[src/rtl/strap_pd_pkg.sv]
package strap_pd_pkg;

    typedef enum logic [1:0] {
        FQ_100 = 2'd0,
        FQ_133 = 2'd1,
        FQ_200 = 2'd2,
        FQ_266 = 2'd3
    } freq_e;

    typedef enum logic [1:0] {
        OST_RUN  = 2'd0,
        OST_LOW  = 2'd1,
        OST_HIGH = 2'd2,
        OST_TRI  = 2'd3
    } ostate_e;

    typedef enum logic [1:0] {
        SQ_RUN  = 2'd0,
        SQ_PD   = 2'd1,
        SQ_LOCK = 2'd2
    } seq_e;

endpackage

[src/rtl/strap_capture.sv]
module strap_capture
    import strap_pd_pkg::*;
(
    input  logic       clk,
    input  logic       rst_n,
    input  logic       sync_lo_i,
    input  logic       fa_i,
    input  logic       fb_i,
    input  logic       fc_i,
    input  logic       tbl_i,
    output logic       captured_o,
    output logic [3:0] rb_o,
    output freq_e      freq_o,
    output logic       rsvd_o
);

    typedef struct packed {
        logic       cap;
        logic [3:0] bits;
    } cap_s;

    cap_s r_q, r_d;

    always_comb begin
        r_d = r_q;
        if (!r_q.cap && sync_lo_i) begin
            r_d.cap  = 1'b1;
            r_d.bits = {tbl_i, fc_i, fb_i, fa_i};
        end
    end

    always_ff @(posedge clk or negedge rst_n) begin
        if (!rst_n) r_q <= '0;
        else        r_q <= r_d;
    end

    // decode of the latched straps, table chosen by bit 3
    always_comb begin
        freq_o = FQ_100;
        rsvd_o = 1'b0;
        if (!r_q.bits[3]) begin
            case (r_q.bits[2:0])
                3'b101:  freq_o = FQ_100;
                3'b001:  freq_o = FQ_133;
                3'b010:  freq_o = FQ_200;
                3'b000:  freq_o = FQ_266;
                default: rsvd_o = 1'b1;
            endcase
        end else begin
            case (r_q.bits[1:0])
                2'b00:   freq_o = FQ_100;
                2'b01:   freq_o = FQ_133;
                2'b10:   freq_o = FQ_200;
                default: rsvd_o = 1'b1;
            endcase
        end
    end

    assign captured_o = r_q.cap;
    assign rb_o       = r_q.bits;

endmodule

[src/rtl/pd_qualifier.sv]
module pd_qualifier
    import strap_pd_pkg::*;
#(
    parameter int LOCK_TICKS = 8
) (
    input  logic clk,
    input  logic rst_n,
    input  logic pin_i,
    input  logic captured_i,
    output logic sync_lo_o,
    output logic pd_active_o
);

    localparam int LW = (LOCK_TICKS > 1) ? $clog2(LOCK_TICKS + 1) : 1;

    typedef struct packed {
        logic          s1;
        logic          s2;
        logic          seen;
        seq_e          st;
        logic [LW-1:0] cnt;
    } q_s;

    q_s   r_q, r_d;
    logic req, qual;

    always_comb begin
        r_d      = r_q;
        r_d.s1   = pin_i;
        r_d.s2   = r_q.s1;
        req      = captured_i & r_q.s2;
        qual     = req & r_q.seen;
        r_d.seen = req;
        case (r_q.st)
            SQ_RUN: begin
                if (qual) r_d.st = SQ_PD;
            end
            SQ_PD: begin
                if (!r_q.s2) begin
                    r_d.st  = SQ_LOCK;
                    r_d.cnt = LW'(LOCK_TICKS - 1);
                end
            end
            SQ_LOCK: begin
                if (qual)               r_d.st  = SQ_PD;
                else if (r_q.cnt == '0) r_d.st  = SQ_RUN;
                else                    r_d.cnt = r_q.cnt - 1'b1;
            end
            default: r_d.st = SQ_RUN;
        endcase
    end

    always_ff @(posedge clk or negedge rst_n) begin
        if (!rst_n) begin
            r_q      <= '0;
            r_q.s1   <= 1'b1;
            r_q.s2   <= 1'b1;
            r_q.st   <= SQ_RUN;
        end else begin
            r_q <= r_d;
        end
    end

    assign sync_lo_o   = ~r_q.s2;
    assign pd_active_o = (r_q.st != SQ_RUN);

endmodule

[src/rtl/class_gate.sv]
module class_gate
    import strap_pd_pkg::*;
#(
    parameter int DIV = 1
) (
    input  logic    clk,
    input  logic    rst_n,
    input  ostate_e want_i,
    output ostate_e state_o,
    output logic    ph_o
);

    localparam int CW = (DIV > 1) ? $clog2(DIV) : 1;

    typedef struct packed {
        logic [CW-1:0] cnt;
        logic          ph;
        ostate_e       st;
    } g_s;

    g_s r_q, r_d;

    always_comb begin
        r_d = r_q;
        if (r_q.cnt == CW'(DIV - 1)) begin
            r_d.cnt = '0;
            r_d.ph  = ~r_q.ph;
            if (r_q.ph) r_d.st = want_i;   // decided on the falling edge only
        end else begin
            r_d.cnt = r_q.cnt + 1'b1;
        end
    end

    always_ff @(posedge clk or negedge rst_n) begin
        if (!rst_n) begin
            r_q.cnt <= '0;
            r_q.ph  <= 1'b0;
            r_q.st  <= OST_RUN;
        end else begin
            r_q <= r_d;
        end
    end

    assign state_o = r_q.st;
    assign ph_o    = r_q.ph;

endmodule

[src/rtl/strap_pd_seq.sv]
module strap_pd_seq
    import strap_pd_pkg::*;
#(
    parameter int N_DIFF     = 2,
    parameter int LOCK_TICKS = 8,
    parameter int DIFF_DIV   = 1,
    parameter int SE_DIV     = 2
) (
    input  logic                clk,
    input  logic                rst_n,
    input  logic                pg_pd_pin,
    input  logic                strap_fa,
    input  logic                strap_fb,
    input  logic                strap_fc,
    input  logic                strap_tbl,
    input  logic [N_DIFF-1:0]   pd_tri_mode,
    output logic [1:0]          freq_code,
    output logic                freq_rsvd,
    output logic [3:0]          strap_rb,
    output logic                pd_active,
    output logic                se_clk,
    output logic [1:0]          se_state,
    output logic [N_DIFF-1:0]   diff_t,
    output logic [N_DIFF-1:0]   diff_c,
    output logic [N_DIFF-1:0]   diff_t_oe,
    output logic [N_DIFF-1:0]   diff_c_oe,
    output logic [2*N_DIFF-1:0] diff_state
);

    logic    captured;
    logic    sync_lo;
    logic    pd_int;
    freq_e   freq_int;
    ostate_e se_want, se_st;
    logic    se_ph;

    strap_capture u_cap (
        .clk        (clk),
        .rst_n      (rst_n),
        .sync_lo_i  (sync_lo),
        .fa_i       (strap_fa),
        .fb_i       (strap_fb),
        .fc_i       (strap_fc),
        .tbl_i      (strap_tbl),
        .captured_o (captured),
        .rb_o       (strap_rb),
        .freq_o     (freq_int),
        .rsvd_o     (freq_rsvd)
    );

    pd_qualifier #(.LOCK_TICKS(LOCK_TICKS)) u_pdq (
        .clk         (clk),
        .rst_n       (rst_n),
        .pin_i       (pg_pd_pin),
        .captured_i  (captured),
        .sync_lo_o   (sync_lo),
        .pd_active_o (pd_int)
    );

    assign freq_code = freq_int;
    assign pd_active = pd_int;

    assign se_want = pd_int ? OST_LOW : OST_RUN;

    class_gate #(.DIV(SE_DIV)) u_se (
        .clk     (clk),
        .rst_n   (rst_n),
        .want_i  (se_want),
        .state_o (se_st),
        .ph_o    (se_ph)
    );

    assign se_clk   = (se_st == OST_RUN) & se_ph;
    assign se_state = se_st;

    for (genvar gi = 0; gi < N_DIFF; gi++) begin : g_diff
        ostate_e want, st;
        logic    ph;

        assign want = !pd_int        ? OST_RUN :
                      pd_tri_mode[gi] ? OST_TRI : OST_HIGH;

        class_gate #(.DIV(DIFF_DIV)) u_gate (
            .clk     (clk),
            .rst_n   (rst_n),
            .want_i  (want),
            .state_o (st),
            .ph_o    (ph)
        );

        assign diff_t[gi]          = (st == OST_RUN) ? ph : (st == OST_HIGH);
        assign diff_c[gi]          = (st == OST_RUN) & ~ph;
        assign diff_t_oe[gi]       = (st != OST_TRI);
        assign diff_c_oe[gi]       = (st == OST_RUN);
        assign diff_state[2*gi +: 2] = st;
    end

endmodule

[config.mk]
export PLATFORM = sky130hd
export DESIGN_NAME = strap_pd_seq
export DESIGN_NICKNAME = d
export VERILOG_FILES = /design/src/rtl/strap_pd_pkg.sv /design/src/rtl/strap_capture.sv /design/src/rtl/pd_qualifier.sv /design/src/rtl/class_gate.sv /design/src/rtl/strap_pd_seq.sv
export SDC_FILE = /design/constraint.sdc
export NUM_CORES = 1
export LEC_CHECK = 0
export BUFFER_PORTS_ARGS = -buffer_cell sky130_fd_sc_hd__buf_2
export CAP_MARGIN = 20
export CORE_MARGIN = 5
export CORE_UTILIZATION = 50
export DETAILED_ROUTE_END_ITERATION = 16
export PLACE_DENSITY = 0.78
export SYNTH_ARGS = -nofsm -noshare
export SYNTH_HDL_FRONTEND = slang
export SYNTH_HIERARCHICAL = 1
export SYNTH_SLANG_ARGS = --single-unit
[constraint.sdc]
create_clock -name clk -period 1.8 [get_ports clk]
set_input_delay 0.09 -clock clk [delete_from_list [all_inputs] [get_ports clk]]
set_output_delay 0.09 -clock clk [all_outputs]
set_load 0.05 [all_outputs]
# After elaboration in Yosys (flattened, before gate mapping)
# Cells that the tools add are included.
# W data, S select, Z words.
totals:
  out_inout_bits: 23
  input_bits: 9
  reg_bits: 26
  word_cells: 89
  mem_bits_ro: 0
  latch_bits: 0
  n_memories: 0
  ramBits: 0
op_classes:
  n_mux: 24
  n_bitwise: 11
  n_div: 0
  eq_ne: 16
  magnitude_cmp: 0
  shifts: 0
  n_reduce_logical: 18
  add_sub_neg: 4
  mul: 0
ops:
  columns: ["cell", "count"]
  rows:
  - ["$mux W2", 6]
  - ["$pmux W2 S3", 2]
  - ["$mux W1", 11]
  - ["$logic_not A2 Y1", 5]
  - ["$ne A2 B2 Y1 const B", 5]
  - ["$eq A2 B2 Y1 const B", 4]
  - ["$mux W4", 2]
  - ["$pmux W4 S2", 1]
  - ["$mux W6", 1]
  - ["$not A1 Y1", 6]
  - ["$reduce_and A2 Y1", 3]
  - ["$and A1 B1 Y1", 5]
  - ["$eq A2 B1 Y1 const B", 2]
  - ["$logic_not A4 Y1", 1]
  - ["$pmux W2 S2", 1]
  - ["$reduce_and A4 Y1", 1]
  - ["$reduce_bool A2 Y1", 2]
  - ["$reduce_or A4 Y1", 1]
  - ["$sub A4 B1 Y4 const B", 1]
  - ["$add A1 B1 Y1 const B", 3]
  - ["$eq A3 B1 Y1 const B", 1]
  - ["$eq A3 B2 Y1 const B", 1]
  - ["$eq A3 B3 Y1 const B", 1]
  - ["$logic_not A3 Y1", 1]
  - ["6 further kinds", 6]

# Logic depth before layout (Yosys ltp)
logic_depth:
  ltp_word: 4
  ltp_mapped: 5
  ltp_nobuf: 5

# Modules after synthesis
# The synthesis kept the hierarchy.
by_module_without_submodules:
  columns: ["module", "cells_each", "area_per_inst_um2", "instances", "seq_area_each_um2"]
  rows:
  - ["pd_qualifier", 40, 437.9, 1, 227.7]
  - ["strap_capture", 19, 229.0, 1, 125.1]
  - ["class_gate (g_diff[0].u_gate ...)", 6, 101.3, 2, 75.1]
  - ["class_gate (u_se)", 11, 163.9, 1, 100.1]
  - ["strap_pd_seq", 12, 68.8, 1, 0.0]

# Worst setup path after synthesis
# No wires, ideal clock.
synth_path:
  kind: "flip-flop to output port"
  from: "register u_cap.r_q, in the netlist u_cap/rb_o[0]"
  to: "output freq_rsvd"
  t_required_ps: 1710
  path_buffers: 0
  arrival_ps: 1907
  path_stages_with_launch: 3
  path_slack_ps: -197
  path_cell_list: "dfrtp_1 > nand2b_1 > o21ai_0"
synth_via:
  elab_chain_cells: 4
  elab_cells_between_ends: 12
  classes_between: "eq/ne: 5; mux: 3; reduce/logical: 4"
synth_lines:
  columns: ["element", "line", "text"]
  rows:
  - ["from (decl)", "strap_capture.sv:22", "cap_s r_q, r_d;"]
  - ["from (signal assigned)", "strap_capture.sv:34", "else r_q <= r_d;"]
  - ["$eq A3 B3 Y1 (tied with other cells)", "strap_capture.sv:42", "case (r_q.bits[2:0])"]
  - ["$reduce_or A4 Y1 (no line) or $reduce_or A3 Y1 (tied branches)", null, null]
  - ["$mux W1, on equally long branches", "strap_capture.sv:42, strap_capture.sv:50", null]
  - ["$mux W1 *", "strap_capture.sv:41", "if (!r_q.bits[3]) begin"]
  - ["to (decl)", "strap_pd_seq.sv:18", "output logic freq_rsvd,"]
# Every way passes the cells marked *; elsewhere a longest branch is shown, timed or not.

# Final worst setup path
layout_path:
  from: "register u_cap.r_q, in the netlist u_cap/rb_o[3]"
  to: "output freq_code[0]"
layout_via:
  elab_chain_cells: 1
layout_lines:
  columns: ["element", "line", "text"]
  rows:
  - ["$mux W2", "strap_capture.sv:41", null]
  - ["to (decl)", "strap_pd_seq.sv:17", "output logic [1:0] freq_code,"]
# No other way between the ends.

==> results_dict.tcl <==
set metrics [dict create \
    grt_start_max_net_pins 25 \
    use_met2_pct 20.55 \
    clk_path_buf_depth 2 \
    grt_pass1_wl_mm 3.215 \
    antenna_found_initial 0 \
    status "finished clean" \
    maxSlewViolCount 0 \
    routed_via_density 4.832 \
    fin_ws_ns 0.2956 \
    routed_wl_mm 1.900 \
    switchingPower_w 0.0005009 \
    drcViolationCount 0 \
    end_kind "output pin" \
    startpoint_type "register" \
    fin_crit_sh_pct 83.58 \
    skew_ns 0.002674 \
    finalSetupTns_ns 0 \
    cp.arrival_ns 1.41 \
    grt_use_met3_pct 4.525 \
    period_minus_slack_ns 1.504 \
    syn_area_per_cell_um2 11.73 \
    clock.fmax_mhz 664.7 \
    maxCapViolations 0 \
    synth_edf_count 0 \
    yosys_register_bits 24 \
    peakVddDrop_mv 0.7048 \
    final_common_cell "buf_2" \
    num_io_pins 32 \
    yosysUniqueCellTypes 31 \
    layout_common_cells "31 x buf_2, 22 x dfrtp_1, 9 x mux2_2" \
    worstSkewPairLatency_ns 0.31 \
    p_per_area_mw_per_mm2 1035 \
    diodes 0 \
    placedCellCount 151 \
    p_int_w 0.0009537 \
    drt_iter0_drc 2 \
    syn_inst 94 \
    die_h_um 56.96 \
    max_stage_delay_ns 0.44 \
    root_buffer "clkbuf_4" \
    hold_class "in2reg" \
    slowest_stage "dfrtp_1" \
    fin_cells 161 \
    clock-sinks 24 \
    synth.net_count 104 \
    io_buffer_count 31 \
    cts_resized 0 \
    gr-total-overflow 0 \
    crit_type "reg2out" \
    grt.busiest_layer "met2" \
    vias 778 \
    die_w_um 56.96 \
    switching_share_pct 34.44 \
    grt_pass1_vias 735 \
    final_hold_viol_count 0 \
    place.gp.congestion 0.7340 \
    finalSetupViolCount 0 \
    cts_tree "yes" \
    layout.nets 144 \
    dpl_worst_slack_ns 0.3752 \
    core-area_mm2 0.002148 \
    seqPwrFrac_pct 45.5 \
    syn_area_mm2 0.001102 \
    synth_ff_type "dfrtp_1" \
    track_usage_pct 12.74 \
    async_reset_ff_share_pct 100.0 \
    dieArea_mm2 0.003244 \
    met1_usage_pct 15.20 \
    crit_chain "or2_1 -> a21oi_1 -> buf_2" \
    p_leak_nw 0.7177 \
    htreeDepth 1 \
    crit_required_ns 1.71 \
    final_antenna_net_count 0 \
    ys_seq_area_share_pct 54.71 \
    clkPwrFrac_pct 26.0 \
    path_max_fanout 6 \
    drive_above_1_share_pct 45.11 \
    ys_warn_count 6 \
    start_util_pct 51.31 \
    clkTransAtPathRegs_ns 0.12 \
    pwr-share-comb_pct 28.5 \
    wl_per_cell_um 11.80 \
    rsz0062_at_grt "false" \
    dp_hpwl_mm 1.413 \
    syn_to_final_growth_pct 27.47 \
    cts_made_buffers 3 \
    firstDrtPassIters 3 \
    placementRows 17 \
]
## Yosys cell counts (3+ instances only)
cell	instances	area [um2]
inv_1	7	26.28
or2_2	3	18.77
nor3_1	3	15.01
dfrtp_1	22	550.5
nand2_1	8	30.03
nor2_1	6	22.52
and2_1	4	25.02
mux2i_1	3	30.03
mux2_2	9	101.4
## power by group through the flow
stage               clock [W]  sequential, W  combinational (W)
global route         0.000414       0.000675           0.000446
CTS                  0.000389       0.000663           0.000420
global placement            0       0.000667           0.000402
detailed placement          0       0.000673           0.000410
floorplan                   0       0.000725           0.000261
finish               0.000378       0.000662           0.000415
## through the flow
stage	hold WS [ns]	util [%]	total power, W	cell area [um2]
after global routing	0.09247	65.40	0.001535	1405
after floorplan	-0.2056	-	0.0009866	1117
after CTS	0.1068	65.40	0.001472	1405
final	0.1148	65.40	0.001455	1405
after global placement	0.09720	60.16	0.001069	1292
after detailed placement	0.08910	60.16	0.001083	1292
## kinds of logic (layout without fill, tap and decap cells)
| logic type | after synthesis | after routing | synth area share, % |
|---|---|---|---|
| AOI/OAI and AO/OA | 7 | 7 | 5.562 |
| xor gates and xnor gates | 1 | 1 | 0.7947 |
| adders and majority gates | 1 | 1 | 1.135 |
| buffers and inverters | 9 | 48 | 3.746 |
| DFF | 24 | 24 | 54.71 |
| muxes | 14 | 14 | 14.64 |
| other | 1 | 1 | 0.3402 |
| and+or+nand+nor | 37 | 37 | 19.07 |
## flip-flops by register name, summed over array words and instances (netlist names)
signal and flops:
u_pdq/r_q 8, u_se/state_o 2, u_pdq/r_d 1, g_diff.u_gate/ph_o 2, u_cap/rb_o 4, u_se/ph_o 1, g_diff.u_gate/state_o 4, u_se/r_q 1
u_cap/captured_o 1
## area by class of cell
cell class / instances / area (um2)
Clock buffer: 3 / 22.52
Clock inverter: 1 / 30.03
Fill cell: 169 / 743.2
Inverter: 7 / 26.28
Multi-Input combinational cell: 61 / 473.0
Sequential cell: 24 / 603.1
Tap cell: 28 / 35.03
Timing Repair Buffer: 37 / 215.2
## layer usage
layer  vias up  routed length (um)
met2        20                 936
met3         4                 150
li1        392                   -
met4         0                  44
met1       362                 769
met5         -                   0
## path summary, 6_finish.rpt
kind / depth (start not counted) / endpoint / slack, ns / startpoint
max: 3 / freq_code[0] / 0.30 / u_cap/rb_o[3]$_DFFE_PN0P_
min: 3 / g_diff[1].u_gate/state_o[0]$_DFFE_PN0P_ / 0.11 / pd_tri_mode[1]
max reg2reg: 5 / u_pdq/r_q[0]$_DFFE_PN0P_ / 0.34 / u_pdq/r_q[0]$_DFFE_PN0P_
min reg2reg: 0 / u_pdq/r_q[7]$_DFF_PN1_ / 0.37 / u_pdq/r_d[7]$_DFF_PN1_
max in group asynchronous: 2 / u_pdq/r_d[7]$_DFF_PN1_ / 1.18 / rst_n
min in group asynchronous: 2 / u_se/state_o[0]$_DFFE_PN0P_ / 0.26 / rst_n
## worst max-delay path: cells and delay by family (launching register included)
family / cells / cell delay [ns]
buffers and inverters: 1 / 0.28
AO/OA/AOI/OAI: 1 / 0.13
flip-flops: 1 / 0.44
AND/OR/NAND/NOR: 1 / 0.25
## what timing repair did
action | CTS | global route
setup buffers | 0 | 0
endpoints found under the hold margin | 27 | 0
hold buffers | 6 | 0
endpoints found under the setup margin | 0 | 0
(Power assumes the default switching activity.)
